--- config.mk ---
export PLATFORM = sky130hd
export DESIGN_NAME = snap_ctl_reg
export DESIGN_NICKNAME = d
export VERILOG_FILES = /design/src/rtl/snap_pkg.sv /design/src/rtl/snap_req_ctl.sv /design/src/rtl/snap_status.sv /design/src/rtl/snap_rd_mux.sv /design/src/rtl/snap_ctl_reg.sv
export SDC_FILE = /design/constraint.sdc
export NUM_CORES = 1
export LEC_CHECK = 0
export BUFFER_PORTS_ARGS = -buffer_cell sky130_fd_sc_hd__buf_2
export CORE_AREA = 2 2 58 49
export DETAILED_ROUTE_END_ITERATION = 10
export DIE_AREA = 0 0 60 51
export GPL_TIMING_DRIVEN = 0
export PLACE_DENSITY = 0.84
export SKIP_CTS_REPAIR_TIMING = 1
export SLEW_MARGIN = 20
export SYNTH_ARGS = -nofsm -noshare
export SYNTH_HDL_FRONTEND = slang
export SYNTH_SLANG_ARGS = --single-unit
export TNS_END_PERCENT = 30
--- constraint.sdc ---
create_clock -name clk -period 2 [get_ports clk]
set_input_delay 0.2 -clock clk [delete_from_list [all_inputs] [get_ports clk]]
set_output_delay 0.2 -clock clk [all_outputs]
set_load 0.02 [all_outputs]
--- src/rtl/snap_pkg.sv ---
package snap_pkg;
   // Two architectural state bits of the snapshot register
   typedef struct packed {
      logic busy;
      logic nocap;
   } snap_state_t;

   localparam snap_state_t SNAP_RESET = '{busy: 1'b0, nocap: 1'b1};
endpackage

--- src/rtl/snap_req_ctl.sv ---
module snap_req_ctl (
   input  logic clk,
   input  logic rst_n,
   input  logic trig_wr,
   input  logic cap_done,
   output logic busy_q,
   output logic req_q
);
   logic start;
   assign start = trig_wr && !busy_q;

   always_ff @(posedge clk or negedge rst_n) begin
      if (!rst_n) begin
         busy_q <= snap_pkg::SNAP_RESET.busy;
         req_q  <= 1'b0;
      end else begin
         req_q <= start;
         if (busy_q && cap_done) busy_q <= 1'b0;
         else if (start)         busy_q <= 1'b1;
      end
   end
endmodule

--- src/rtl/snap_status.sv ---
module snap_status (
   input  logic clk,
   input  logic rst_n,
   input  logic busy_q,
   input  logic cap_done,
   input  logic cap_fail,
   output logic nocap_q
);
   always_ff @(posedge clk or negedge rst_n) begin
      if (!rst_n)                nocap_q <= snap_pkg::SNAP_RESET.nocap;
      else if (busy_q && cap_done) nocap_q <= cap_fail;
   end
endmodule

--- src/rtl/snap_rd_mux.sv ---
module snap_rd_mux #(
   parameter int DATA_W    = 64,
   parameter int REQ_BIT   = 0,
   parameter int NOCAP_BIT = 32,
   parameter int RD_LAT    = 0
) (
   input  logic              clk,
   input  logic              rst_n,
   input  logic              rd_en,
   input  snap_pkg::snap_state_t st,
   output logic [DATA_W-1:0] rd_data
);
   logic [DATA_W-1:0] word;

   always_comb begin
      word            = '0;
      word[REQ_BIT]   = st.busy;
      word[NOCAP_BIT] = st.nocap;
   end

   generate
      if (RD_LAT == 0) begin : g_comb
         assign rd_data = rd_en ? word : '0;
      end else begin : g_reg
         logic [DATA_W-1:0] rd_q;
         always_ff @(posedge clk or negedge rst_n) begin
            if (!rst_n)     rd_q <= '0;
            else if (rd_en) rd_q <= word;
            else            rd_q <= '0;
         end
         assign rd_data = rd_q;
      end
   endgenerate
endmodule

--- src/rtl/snap_ctl_reg.sv ---
module snap_ctl_reg #(
   parameter int DATA_W    = 64,
   parameter int REQ_BIT   = 0,
   parameter int NOCAP_BIT = 32,
   parameter int RD_LAT    = 0
) (
   input  logic              clk,
   input  logic              rst_n,
   input  logic              wr_en,
   input  logic [DATA_W-1:0] wr_data,
   input  logic              rd_en,
   output logic [DATA_W-1:0] rd_data,
   output logic              cap_req,
   input  logic              cap_done,
   input  logic              cap_fail
);
   generate
      if (DATA_W < 2) begin : g_bad_w
         $error("snap_ctl_reg: DATA_W too small");
      end
      if (REQ_BIT >= DATA_W || NOCAP_BIT >= DATA_W || REQ_BIT == NOCAP_BIT) begin : g_bad_pos
         $error("snap_ctl_reg: bad field positions");
      end
      if (RD_LAT != 0 && RD_LAT != 1) begin : g_bad_lat
         $error("snap_ctl_reg: RD_LAT must be 0 or 1");
      end
   endgenerate

   logic busy_q, nocap_q, trig_wr;
   snap_pkg::snap_state_t st;

   assign trig_wr = wr_en && wr_data[REQ_BIT];
   assign st      = '{busy: busy_q, nocap: nocap_q};

   snap_req_ctl u_req (
      .clk     (clk),
      .rst_n   (rst_n),
      .trig_wr (trig_wr),
      .cap_done(cap_done),
      .busy_q  (busy_q),
      .req_q   (cap_req)
   );

   snap_status u_stat (
      .clk     (clk),
      .rst_n   (rst_n),
      .busy_q  (busy_q),
      .cap_done(cap_done),
      .cap_fail(cap_fail),
      .nocap_q (nocap_q)
   );

   snap_rd_mux #(
      .DATA_W   (DATA_W),
      .REQ_BIT  (REQ_BIT),
      .NOCAP_BIT(NOCAP_BIT),
      .RD_LAT   (RD_LAT)
   ) u_rd (
      .clk    (clk),
      .rst_n  (rst_n),
      .rd_en  (rd_en),
      .st     (st),
      .rd_data(rd_data)
   );
endmodule

==> impl_metrics.toml <==
[run_status]
status = "finished clean"

[timing]
hold_ws_ns = 0.1598
timing.fmax_mhz = 827.9
setup_tns_ns = 0
rsz0062_at_grt = "false"
hold_violations = 0
min_period_over_period_pct = 60.39
setup_viol = 0
min_period_ns = 1.208
layout_setup_ws_ns = 0.7922
finClkSkew_ns = 0.0002221
slew_viol_final = 0

[cells_and_area]
nNetsFinal = 219
syn_to_final_growth_pct = 60.08
multi_input_area_sq_um = 282.8
antennaDiodeCount = 0
drive_gt1_share_pct = 52.03
final_cell_mix = "62 x buf_4, 62 x conb_1, 9 x buf_2"
final_cell_area_sq_um = 953.4
seqCellArea_sq_um = 76.32
fill_cells = 264

[route]
wl_per_cell_microns = 4.860
wl_microns = 904
drtAntennaViolNets = 0
vias = 436
drt-vias-per-instance = 2.344
drt-initial-drc-count = 6
drcViolationCount = 0
first_pass_iters = 2

[worst_setup_path]
critPathKind = "flop to primary output"
critPathArrivalTime_ns = 1.01
worstSetupStartpoint = "u_stat.nocap_q$_DFFE_PN1P_"
start_kind = "flop"
cpPeakStageDelay_ns = 0.52
endpoint_kind = "primary output"
reg2regPathDepth = 2
worstReg2RegStart = "u_req.busy_q$_DFFE_PN0P_"
cp.depth = 2
cp_max_fo = 2
crit_chain = "and2_1 > buf_2"
path_delay_family = "flip-flops"
slowest_stage = "dfstp_2"
path_buf_inv = 1
worstPathRequired_ns = 1.80

[global_route]
grt_pass1_vias = 281
grt_util_all_layers_pct = 4.777
grtUsageMet2_pct = 9.964
busiest_layer = "met2"
grt_overflow = 0
grt_pass1_wl_microns = 1041
grt_use_met1_pct = 2.727
use_met3_pct = 1.013
antenna_found_initial = 0
grt_start_max_net_pins = 5

[placement]
post-place-ws_ns = 1.029
numPortBuffers = 9
place_congestion = 0.6187
postPlaceCellArea_sq_um = 917.1

[clock_network]
cts_max_level = 1
clk_latency_ns = 0.23
cts_buffer_depth = 2
numCtsBuffers = 3
cts_tree = "built"
ctsRootBufferMaster = "clkbuf_4"
cts.clk_slew.worst_paths_ns = 0.04
clkSinkCount = 3

[logic_synthesis]
synthCells = 73
yosysSeqAreaShare_pct = 12.82
synth_seq_cells = 3
ys_types = 10
ys_warn_count = 0
syn_area_sq_um = 595.6
syn_area_per_cell_sq_um = 8.159

[power]
ir_worst_vdd_v = 0.0001180
switching_share_pct = 40.97
power.density_mw_per_mm2 = 441.3
seqPwrFrac_pct = 18.3
leakage_uw = 0.0006595
power_uw = 420.7
power_frac_clock_pct = 25.6
switchingPower_uw = 172.4
p_int_uw = 248.4
combPwrFrac_pct = 56.1

[floorplanning]
initial_core_util_pct = 23.14
num_rows = 17
pin_count = 135
die_y_microns = 51
die_x_microns = 60
core_sq_mm = 0.002574
dieArea_sq_mm = 0.003060

[hold_path]
worstHoldPathCells = 2
hp-class = "input pin to flop"
worstHoldStart = "cap_done"

[job]
drv_cap = 0
[per-stage QoR]
step                util (%)  std cells
floorplan                  -        134
global placement       35.63        181
detailed placement     35.63        181
CTS                    36.66        185
global route           37.04        186
finish                 37.04        186
[area by class of cell]
class                           instances  share of cell area, %
Buffer                                 62                  48.82
Multi-Input combinational cell         69                  29.66
Sequential cell                         3                  8.005
Timing Repair Buffer                   10                  5.774
Tap cell                               38                  4.987
Clock buffer                            4                  2.756
[cells in the mapped netlist (all sizes together)]
| cell | n | area share, % |
|---|---|---|
| and2 | 2 | 2.3 |
| buf | 62 | 78 |
| conb | 1 | 0.63 |
| dfrtp | 2 | 8.4 |
| dfstp | 1 | 4.4 |
| mux2 | 1 | 2.5 |
| mux2i | 1 | 1.7 |
| nand2 | 2 | 1.3 |
| nor2 | 1 | 0.63 |
[cells by family (layout without fill, tap and decap cells)]
logic type,Yosys count,in the layout,synth area share [%]
AND/OR/NAND/NOR,5,5,4.203
multiplexers,2,2,4.201
other,1,62,0.6296
flip-flops,3,3,12.82
buffers and inverters,62,76,78.15
[sequential cells by signal, indices dropped and copies added (netlist names)]
signal	count
u_req.busy_q	1
u_req.req_q	1
u_stat.nocap_q	1
[power groups by stage]
stage	sequential (uW)	clock, uW	combinational, uW
finish	76.9	108	236
global route	77.7	116	252
CTS	77.3	113	229
detailed placement	78.1	0	229
global placement	77.8	0	228
floorplan	78.4	0	214
[path summary, 6_finish.rpt]
kind | end | slack, ns
max | rd_data[32] | 0.79
min | u_req.busy_q$_DFFE_PN0P_ | 0.16
max reg2reg | u_stat.nocap_q$_DFFE_PN1P_ | 1.13
min reg2reg | u_req.req_q$_DFF_PN0_ | 0.48
max in group asynchronous | u_stat.nocap_q$_DFFE_PN1P_ | 1.51
min in group asynchronous | u_req.busy_q$_DFFE_PN0P_ | 0.30
[worst reg2reg max path, cell delays in order, from the launching register on]
cell,delay (ns)
dfrtp_1,0.40
nand2_1,0.10
mux2_4,0.30
[layer usage]
layer	up-vias	routed length (microns)	part of all wire, %
met5	-	0	0
met4	0	0	0
met3	0	124	14
met2	32	563	62
met1	158	216	24
li1	246	-	-
Power figures use the tool's default switching activity.
